===== src/rtl/gpio_irq_pkg.sv =====
package gpio_irq_pkg;

    localparam int STYLE_W = 3;

    localparam logic [STYLE_W-1:0] STY_HIGH = 3'd0;
    localparam logic [STYLE_W-1:0] STY_LOW  = 3'd1;
    localparam logic [STYLE_W-1:0] STY_RISE = 3'd2;
    localparam logic [STYLE_W-1:0] STY_FALL = 3'd3;
    localparam logic [STYLE_W-1:0] STY_BOTH = 3'd4;

    // Detection rule for one pin: cur is the synchronized level, prev the level one cycle earlier.
    function automatic logic style_hit(logic [STYLE_W-1:0] sty, logic cur, logic prev);
        case (sty)
            STY_HIGH: return cur;
            STY_LOW:  return ~cur;
            STY_RISE: return cur & ~prev;
            STY_FALL: return ~cur & prev;
            STY_BOTH: return cur ^ prev;
            default:  return 1'b0;
        endcase
    endfunction

endpackage


===== src/rtl/gpio_irq_sync.sv =====
module gpio_irq_sync #(
    parameter int WIDTH  = 16,
    parameter int STAGES = 2
) (
    input  logic             clk,
    input  logic             rst_n,
    input  logic [WIDTH-1:0] pin_i,
    output logic [WIDTH-1:0] cur_o,
    output logic [WIDTH-1:0] prev_o
);

    typedef struct packed {
        logic [STAGES-1:0][WIDTH-1:0] chain;
        logic [WIDTH-1:0]             prev;
    } sync_t;

    sync_t s_d, s_q;

    always_comb begin
        s_d          = s_q;
        s_d.chain[0] = pin_i;
        for (int k = 1; k < STAGES; k++) begin
            s_d.chain[k] = s_q.chain[k-1];
        end
        s_d.prev = s_q.chain[STAGES-1];
    end

    always_ff @(posedge clk or negedge rst_n) begin
        if (!rst_n) s_q <= '0;
        else        s_q <= s_d;
    end

    assign cur_o  = s_q.chain[STAGES-1];
    assign prev_o = s_q.prev;

endmodule


===== src/rtl/gpio_irq_style_bank.sv =====
module gpio_irq_style_bank
    import gpio_irq_pkg::*;
#(
    parameter int NUM_PINS     = 16,
    parameter int PINS_PER_REG = 8,
    parameter int ADDR_W       = 2,
    parameter int FIELD_BITS   = PINS_PER_REG * STYLE_W
) (
    input  logic                             clk,
    input  logic                             rst_n,
    input  logic                             wr_en,
    input  logic [ADDR_W-1:0]                wr_addr,
    input  logic [FIELD_BITS-1:0]            wr_data,
    output logic [NUM_PINS-1:0][STYLE_W-1:0] style_o
);

    typedef struct packed {
        logic [NUM_PINS-1:0][STYLE_W-1:0] style;
    } bank_t;

    bank_t b_d, b_q;

    logic [NUM_PINS-1:0]              sel;
    logic [NUM_PINS-1:0][STYLE_W-1:0] field;

    for (genvar p = 0; p < NUM_PINS; p++) begin : g_pin
        localparam int BANK = p / PINS_PER_REG;
        localparam int SLOT = p % PINS_PER_REG;
        assign sel[p]   = wr_en && (wr_addr == ADDR_W'(BANK));
        assign field[p] = wr_data[SLOT*STYLE_W +: STYLE_W];
    end

    always_comb begin
        b_d = b_q;
        for (int p = 0; p < NUM_PINS; p++) begin
            if (sel[p]) b_d.style[p] = field[p];
        end
    end

    always_ff @(posedge clk or negedge rst_n) begin
        if (!rst_n) b_q <= '0;
        else        b_q <= b_d;
    end

    assign style_o = b_q.style;

endmodule


===== src/rtl/gpio_irq_detect.sv =====
module gpio_irq_detect
    import gpio_irq_pkg::*;
#(
    parameter int NUM_PINS = 16
) (
    input  logic [NUM_PINS-1:0][STYLE_W-1:0] style_i,
    input  logic [NUM_PINS-1:0]              cur_i,
    input  logic [NUM_PINS-1:0]              prev_i,
    output logic [NUM_PINS-1:0]              hit_o
);

    for (genvar p = 0; p < NUM_PINS; p++) begin : g_det
        assign hit_o[p] = style_hit(style_i[p], cur_i[p], prev_i[p]);
    end

endmodule


===== src/rtl/gpio_irq_status.sv =====
module gpio_irq_status #(
    parameter int NUM_PINS    = 16,
    parameter int ADDR_W      = 2,
    parameter int STATUS_ADDR = 2
) (
    input  logic                clk,
    input  logic                rst_n,
    input  logic                wr_en,
    input  logic [ADDR_W-1:0]   wr_addr,
    input  logic [NUM_PINS-1:0] wr_data,
    input  logic [NUM_PINS-1:0] hit_i,
    output logic [NUM_PINS-1:0] pend_o
);

    typedef struct packed {
        logic [NUM_PINS-1:0] pend;
    } stat_t;

    stat_t st_d, st_q;
    logic [NUM_PINS-1:0] clr;

    always_comb begin
        clr = '0;
        if (wr_en && (wr_addr == ADDR_W'(STATUS_ADDR))) clr = wr_data;
        st_d      = st_q;
        // a fresh detection outranks a clear in the same cycle
        st_d.pend = hit_i | (st_q.pend & ~clr);
    end

    always_ff @(posedge clk or negedge rst_n) begin
        if (!rst_n) st_q <= '0;
        else        st_q <= st_d;
    end

    assign pend_o = st_q.pend;

endmodule


===== src/rtl/gpio_irq_style.sv =====
module gpio_irq_style
    import gpio_irq_pkg::*;
#(
    parameter int NUM_PINS     = 16,
    parameter int PINS_PER_REG = 8,
    parameter int SYNC_STAGES  = 2,
    localparam int NUM_REGS    = (NUM_PINS + PINS_PER_REG - 1) / PINS_PER_REG,
    localparam int ADDR_W      = $clog2(NUM_REGS + 1),
    localparam int DATA_W      = (PINS_PER_REG * STYLE_W > NUM_PINS) ?
                                 PINS_PER_REG * STYLE_W : NUM_PINS
) (
    input  logic                clk,
    input  logic                rst_n,
    input  logic [NUM_PINS-1:0] pin_i,
    input  logic                wr_en,
    input  logic [ADDR_W-1:0]   wr_addr,
    input  logic [DATA_W-1:0]   wr_data,
    output logic [NUM_PINS-1:0] irq_o
);

    localparam int FIELD_BITS = PINS_PER_REG * STYLE_W;

    logic [NUM_PINS-1:0]              pin_sync;
    logic [NUM_PINS-1:0]              pin_prev;
    logic [NUM_PINS-1:0][STYLE_W-1:0] style_cfg;
    logic [NUM_PINS-1:0]              hit;

    gpio_irq_sync #(
        .WIDTH  (NUM_PINS),
        .STAGES (SYNC_STAGES)
    ) u_sync (
        .clk    (clk),
        .rst_n  (rst_n),
        .pin_i  (pin_i),
        .cur_o  (pin_sync),
        .prev_o (pin_prev)
    );

    gpio_irq_style_bank #(
        .NUM_PINS     (NUM_PINS),
        .PINS_PER_REG (PINS_PER_REG),
        .ADDR_W       (ADDR_W),
        .FIELD_BITS   (FIELD_BITS)
    ) u_bank (
        .clk     (clk),
        .rst_n   (rst_n),
        .wr_en   (wr_en),
        .wr_addr (wr_addr),
        .wr_data (wr_data[FIELD_BITS-1:0]),
        .style_o (style_cfg)
    );

    gpio_irq_detect #(
        .NUM_PINS (NUM_PINS)
    ) u_det (
        .style_i (style_cfg),
        .cur_i   (pin_sync),
        .prev_i  (pin_prev),
        .hit_o   (hit)
    );

    gpio_irq_status #(
        .NUM_PINS    (NUM_PINS),
        .ADDR_W      (ADDR_W),
        .STATUS_ADDR (NUM_REGS)
    ) u_stat (
        .clk     (clk),
        .rst_n   (rst_n),
        .wr_en   (wr_en),
        .wr_addr (wr_addr),
        .wr_data (wr_data[NUM_PINS-1:0]),
        .hit_i   (hit),
        .pend_o  (irq_o)
    );

endmodule


===== config.mk =====
export PLATFORM = sky130hd
export DESIGN_NAME = gpio_irq_style
export DESIGN_NICKNAME = d
export VERILOG_FILES = /design/src/rtl/gpio_irq_pkg.sv /design/src/rtl/gpio_irq_sync.sv /design/src/rtl/gpio_irq_style_bank.sv /design/src/rtl/gpio_irq_detect.sv /design/src/rtl/gpio_irq_status.sv /design/src/rtl/gpio_irq_style.sv
export SDC_FILE = /design/constraint.sdc
export NUM_CORES = 1
export LEC_CHECK = 0
export BUFFER_PORTS_ARGS = -buffer_cell sky130_fd_sc_hd__buf_2
export CAP_MARGIN = 5
export CORE_UTILIZATION = 40
export DETAILED_ROUTE_END_ITERATION = 12
export SYNTH_ARGS = -nofsm -noshare
export SYNTH_HDL_FRONTEND = slang
export SYNTH_HIERARCHICAL = 1
export SYNTH_SLANG_ARGS = --single-unit

===== constraint.sdc =====
create_clock -name clk -period 1.5 [get_ports clk]
set_clock_uncertainty 0.05 [all_clocks]
set_input_delay 0.3 -clock clk [delete_from_list [all_inputs] [get_ports clk]]
set_output_delay 0.3 -clock clk [all_outputs]
set_load 0.02 [all_outputs]

==> impl_metrics.ini, run 1 <==
[clock_network]
clock_sinks = 112
clock_latency_ns = 0.35
htree_levels = 3
cts.clk_slew.worst_paths_ns = 0.07
root_buffer = clkbuf_16
cts_tree = built
cts_buffers = 9
clockBufferDepth = 2

[synth]
yosysWarnings = 6
syn_area_per_cell_um2 = 12.9
yosysMostFrequentCell = dfrtp_1
ys.flop_type = dfrtp_1
synth_commonest_cells = dfrtp_1 (112), inv_1 (50), mux2_2 (47)
syn_inst = 393
ys_types = 25
synth-edff-count = 0
synth.area.top_cells = dfrtp_1 (55%), mux2_2 (10%), ha_1 (7.9%)
ys_ff_latch = 112
synth_top_area_share_pct = 55.1
async_flop_share_pct = 100
syn-num-nets = 470
ys_seq_area_share_pct = 55.1
yosys.area.top_type = dfrtp_1
syn_area_mm2 = 0.00508

[layout]
regArea_mm2 = 0.00281
layout.nets = 560
fill_cells = 1084
fin_util_pct = 53.7
instances_no_fill = 656
fin_area_mm2 = 0.00656
multi_input_area_mm2 = 0.00234
areaGrowthSynthToFinish_pct = 29.0
drive_gt1_share_pct = 46.5
diodes = 0

[detailed_routing]
met3WireLength_um = 330
avgRoutedWirePerCell_um = 14.9
wl_met2_um = 5250
num_vias = 3141
drt_first_pass_iters = 6
drtIter0Drc = 71
antenna_left = 0
routed_wl_um = 9810
drc = 0
vias_per_cell = 4.79
routedLengthMet1_um = 4110
maxUsedRoutingLayer = met4

[place]
gp_congestion = 0.721
dpl.hpwl_um = 6240
io_buffers = 60
placed_area_mm2 = 0.00560
placed_cells = 608

[outcome]
outcome = complete, but fails checks
failed_checks = negative setup slack

[worst_hold_path]
min_path_cells = 2
hold_path_class = in2reg
hold_end = u_stat/pend_o[12]$_DFF_PN0_
hold_start = wr_data[12]

[timing]
finalCriticalPeriod_ns = 1.52
finalHoldViolCount = 0
whs_ns = 0.102
tightest_slew_ns = 0.355
slew_headroom_pct = 76.3
rsz0062_at_grt = true
finalMaxSlewViolations = 0
timing.final.ws_setup_ns = -0.0227
fmax_mhz = 657
finalCritPeriodShare_pct = 102
setup_viol = 3

[die]
start_util_pct = 41.6
core_mm2 = 0.0122
dieArea_mm2 = 0.0132
die_h_um = 115
row_count = 40
die-width_um = 115
top_level_ports = 61

[critical_path]
cp.required_ns = 1.68
worstPathMaxFanout = 4
r2r_setup_slack_ns = -0.02
ff2ff_path_depth = 7
cp-end-kind = flop
startpoint_type = flop
r2r-start = u_sync/cur_o[14]$_DFF_PN0_
path_class = reg2reg
reg2reg_to = u_stat/pend_o[14]$_DFF_PN0_
worstPathArrival_ns = 1.71

[global_routing]
grt_pass1_vias = 3333
grt_max_degree = 35
antenna_found_initial = 0
globalRouteOverflowTotal = 0
grt.total_usage_pct = 16.0
grt_pass1_wl_um = 16000

[flow_run]
maxCapViolCount = 0

[pwr]
power_mw = 7.83
ir_drop_mv = 0.592
p_per_area_mw_per_mm2 = 1190
p_leak_nw = 2.87
-- report_power, final --
part,internal (mW),switching (mW)
clock,1.14,1.14
sequential,3.43,0.457
combinational,0.924,0.729
-- state kept, by name (all words and copies together) (netlist names) --
| register | flops |
|---|---|
| u_sync/prev_o | 16 |
| u_sync/cur_o | 16 |
| u_stat/pend_o | 16 |
| u_bank/style_o | 48 |
| u_sync/s_d | 16 |
-- worst max-delay path by stage --
stage	from	end	slack (ns)	cells after the start
2_1_floorplan	u_sync/cur_o[13]$_DFF_PN0_	u_stat/pend_o[13]$_DFF_PN0_	-0.007	7
4_1_cts	u_sync/cur_o[14]$_DFF_PN0_	u_stat/pend_o[14]$_DFF_PN0_	-0.03	7
3_5_place_dp	u_sync/cur_o[14]$_DFF_PN0_	u_stat/pend_o[14]$_DFF_PN0_	-0.11	7
6_report	u_sync/cur_o[14]$_DFF_PN0_	u_stat/pend_o[14]$_DFF_PN0_	-0.02	7
5_1_grt	u_sync/prev_o[10]$_DFF_PN0_	u_stat/pend_o[10]$_DFF_PN0_	-0.1	7
3_3_place_gp	u_sync/cur_o[14]$_DFF_PN0_	u_stat/pend_o[14]$_DFF_PN0_	-0.05	7
-- stage by stage --
stage	setup TNS [ns]	setup slack, ns
floorplan	-0.0134	-0.00675
global placement	-0.116	-0.0486
detailed placement	-0.582	-0.107
CTS	-0.0968	-0.0337
global route	-0.953	-0.0990
finish	-0.0607	-0.0227
-- layer usage --
layer	vias up	GRT usage, %
li1	1504	-
met1	1588	18.5
met2	39	28.7
met3	10	4.85
met4	0	4.76
met5	-	0
-- timing repair --
item                       4_1_cts  5_1_grt
pin swaps                       34       35
hold buffers                    16        1
setup buffers                   15        1
setup endpoints to repair       15       15
hold endpoints to repair        32        1
gates resized for setup         19       64
-- cell families (layout without fill, tap and decap cells) --
group                      Yosys count  count (layout)  share of synthesized area [%]
muxes                               64              64                           13.8
DFF                                112             112                           55.1
AOI/OAI and AO/OA                   22              22                           3.35
and+or+nand+nor                     75              75                           9.53
adders and majority gates           32              32                           7.88
buffers and inverters               72             167                           7.58
xor gates and xnor gates            16              16                           2.76
-- area by class of cell --
type,count,area share (%)
clock buffer,9,3.43
clock inverter,7,0.859
inverter,50,2.94
multi-input combinational,209,35.6
sequential,112,42.8
tap,168,3.21
timing repair buffer,101,11.2
-- placed cells by master, fill, tap and decap left out, types with 11 or more instances in the layout --
cell type and instances:
dlygate4sd3_1 17, buf_4 18, buf_2 59, mux2i_1 16, ha_1 11, nor3_1 12
mux2_2 47, a31oi_1 14, ha_4 13, inv_2 14, dfrtp_1 110, nor3b_1 14
inv_1 34
-- worst max-delay path: stages, from the launching register on --
cell and delay [ns]:
dfrtp_2 0.44, inv_4 0.05, ha_4 0.14, mux2i_1 0.14, nor3b_1 0.06, or3_1 0.35, nor2_2 0.14, a31oi_4 0.04
(Power assumes the default switching activity.)
==> inputs of run 2 (changes only) <==
--- a/config.mk
+++ b/config.mk
@@ -9,6 +9,7 @@
 export CAP_MARGIN = 5
 export CORE_UTILIZATION = 40
 export DETAILED_ROUTE_END_ITERATION = 12
+export PLACE_DENSITY = 0.63
 export SYNTH_ARGS = -nofsm -noshare
 export SYNTH_HDL_FRONTEND = slang
 export SYNTH_HIERARCHICAL = 1
==> run 2 against run 1 <==
The run still ends with negative setup slack left. Final cell count decreased by 1.2%. Fmax decreased by 1.9%. First-iteration DRC count increased by 48%. Clock power increased by 27%. Global-route usage decreased by 0.51 points. Routed wire length decreased by 4.0%. Critical path depth unchanged. Count of clock-buffer cells in the layout unchanged. Sequential power about the same. Largest cell class unchanged. Highest routed layer unchanged.
==> impl_metrics.ini, run 2 (synthesis results as in run 1) <==
[detailed_routing]
vias_per_cell = 4.77
routedLengthMet1_um = 4090
drt_first_pass_iters = 4
met3WireLength_um = 210
num_vias = 3092
avgRoutedWirePerCell_um = 14.5
wl_met2_um = 4880
drtIter0Drc = 105
antenna_left = 0
maxUsedRoutingLayer = met4
drc = 0
routed_wl_um = 9410

[layout]
fill_cells = 1061
final_common_cell = dfrtp_1
layout_common_cells = dfrtp_1 (109), buf_2 (59), mux2_2 (47)
areaGrowthSynthToFinish_pct = 26.9
multi_input_area_mm2 = 0.00223
largest_register_ff_count = 48
regArea_mm2 = 0.00281
drive_gt1_share_pct = 44.2
layout.nets = 552
diodes = 0

[critical_path]
worstPathMaxFanout = 4
startpoint_type = flop
worstPathArrival_ns = 1.74
path_class = reg2reg
cp-end-kind = flop
r2r_setup_slack_ns = -0.05
cp.required_ns = 1.69

[die]
dieArea_mm2 = 0.0132
die-width_um = 115
row_count = 40
start_util_pct = 41.6
top_level_ports = 61
die_h_um = 115
core_mm2 = 0.0122

[timing]
final.setup.tns_ns = -0.207
setup_viol = 6
finalCriticalPeriod_ns = 1.55
tightest_slew_ns = 0.438
rsz0062_at_grt = true
slew_headroom_pct = 70.8
finalHoldViolCount = 0
finalCritPeriodShare_pct = 103
timing.final.ws_setup_ns = -0.0520
fmax_mhz = 644
finalMaxSlewViolations = 0

[worst_hold_path]
hold_path_class = in2reg

[clock_network]
clock_latency_ns = 0.35
cts_buffers = 9
htree_levels = 3
cts_tree = built
clockBufferDepth = 2
cts.clk_slew.worst_paths_ns = 0.07
clock_sinks = 112
root_buffer = clkbuf_16

[pwr]
p_per_area_mw_per_mm2 = 1290
power_mw = 8.29
ir_drop_mv = 0.499
p_leak_nw = 2.87

[global_routing]
grt.total_usage_pct = 15.5
grt_pass1_wl_um = 15500
grt_max_degree = 81
antenna_found_initial = 0
grt_pass1_vias = 3343
globalRouteOverflowTotal = 0

[outcome]
outcome = complete, but fails checks
failed_checks = negative setup slack

[place]
gp_congestion = 0.737
dpl.hpwl_um = 6120
io_buffers = 60

[flow_run]
maxCapViolCount = 0
[run 2: cell count changes in the layout (fill, tap and decap cells not counted), moves of 4 or more]
cell       change
or3_1          +5
or3_4          -5
buf_4          -4
nor4b_4        -5
bufinv_16      +4
[run 2: area by class of cell]
| type | instances | area share, % |
|---|---|---|
| multi-input cells | 209 | 34.6 |
| clock buffers | 9 | 3.49 |
| inverters | 50 | 2.99 |
| repair buffers | 93 | 9.97 |
| well taps | 168 | 3.26 |
| flip-flops and latches | 112 | 43.5 |
| clock inverters | 7 | 2.21 |
[run 2: path summary, 6_finish.rpt]
kind / start / end / cells past startpoint
max reg2reg: u_sync/cur_o[7]$_DFF_PN0_ / u_stat/pend_o[7]$_DFF_PN0_ / 7
min: pin_i[12] / u_sync/s_d[44]$_DFF_PN0_ / 1
max in group asynchronous: rst_n / u_bank/style_o[33]$_DFFE_PN0P_ / 3
min in group asynchronous: rst_n / u_sync/s_d[45]$_DFF_PN0_ / 3
max: u_sync/cur_o[7]$_DFF_PN0_ / u_stat/pend_o[7]$_DFF_PN0_ / 7
min reg2reg: u_sync/s_d[32]$_DFF_PN0_ / u_sync/cur_o[0]$_DFF_PN0_ / 0
[run 2: metrics by stage]
stage	utilization [%]	hold slack, ns	cell area [µm²]	setup WS (ns)	instances
after floorplan	-	-0.0456	5150	-0.00675	393
after global placement	45.5	0.282	5560	-0.0469	606
after detailed placement	45.5	0.285	5560	-0.0985	606
after CTS	51.0	0.00162	6230	-0.0550	646
after global routing	52.8	0.000805	6450	-0.150	648
final	52.8	0.00882	6450	-0.0520	648
[run 2: worst max-delay path: stages, from the launching register on]
cell and delay, ns:
dfrtp_1 0.40, inv_1 0.06, ha_2 0.16, mux2i_1 0.15
nor3b_1 0.08, or3_1 0.38, nor2_1 0.11, a31oi_1 0.05
[run 2: repair_timing]
item	4_1_cts	5_1_grt
pin swaps	34	39
resized for setup	23	44
buffers inserted	10	2
endpoints found under the hold margin	125	0
hold buffers	14	0
endpoints found under the setup margin	14	16
[run 2: power by group]
group	switching, mW	total [mW]	internal (mW)	leakage, nW
Clock	1.09	2.89	1.81	0.180
Sequential	0.435	3.87	3.43	1.28
Combinational	0.688	1.53	0.842	1.41
Total	2.21	8.29	6.08	2.87
[run 2: metal layers]
layer  global-route usage [%]  up-vias
met5                        0        -
met4                     8.31        0
met3                     2.64       15
met2                     27.3       37
met1                     18.2     1548
li1                         -     1492
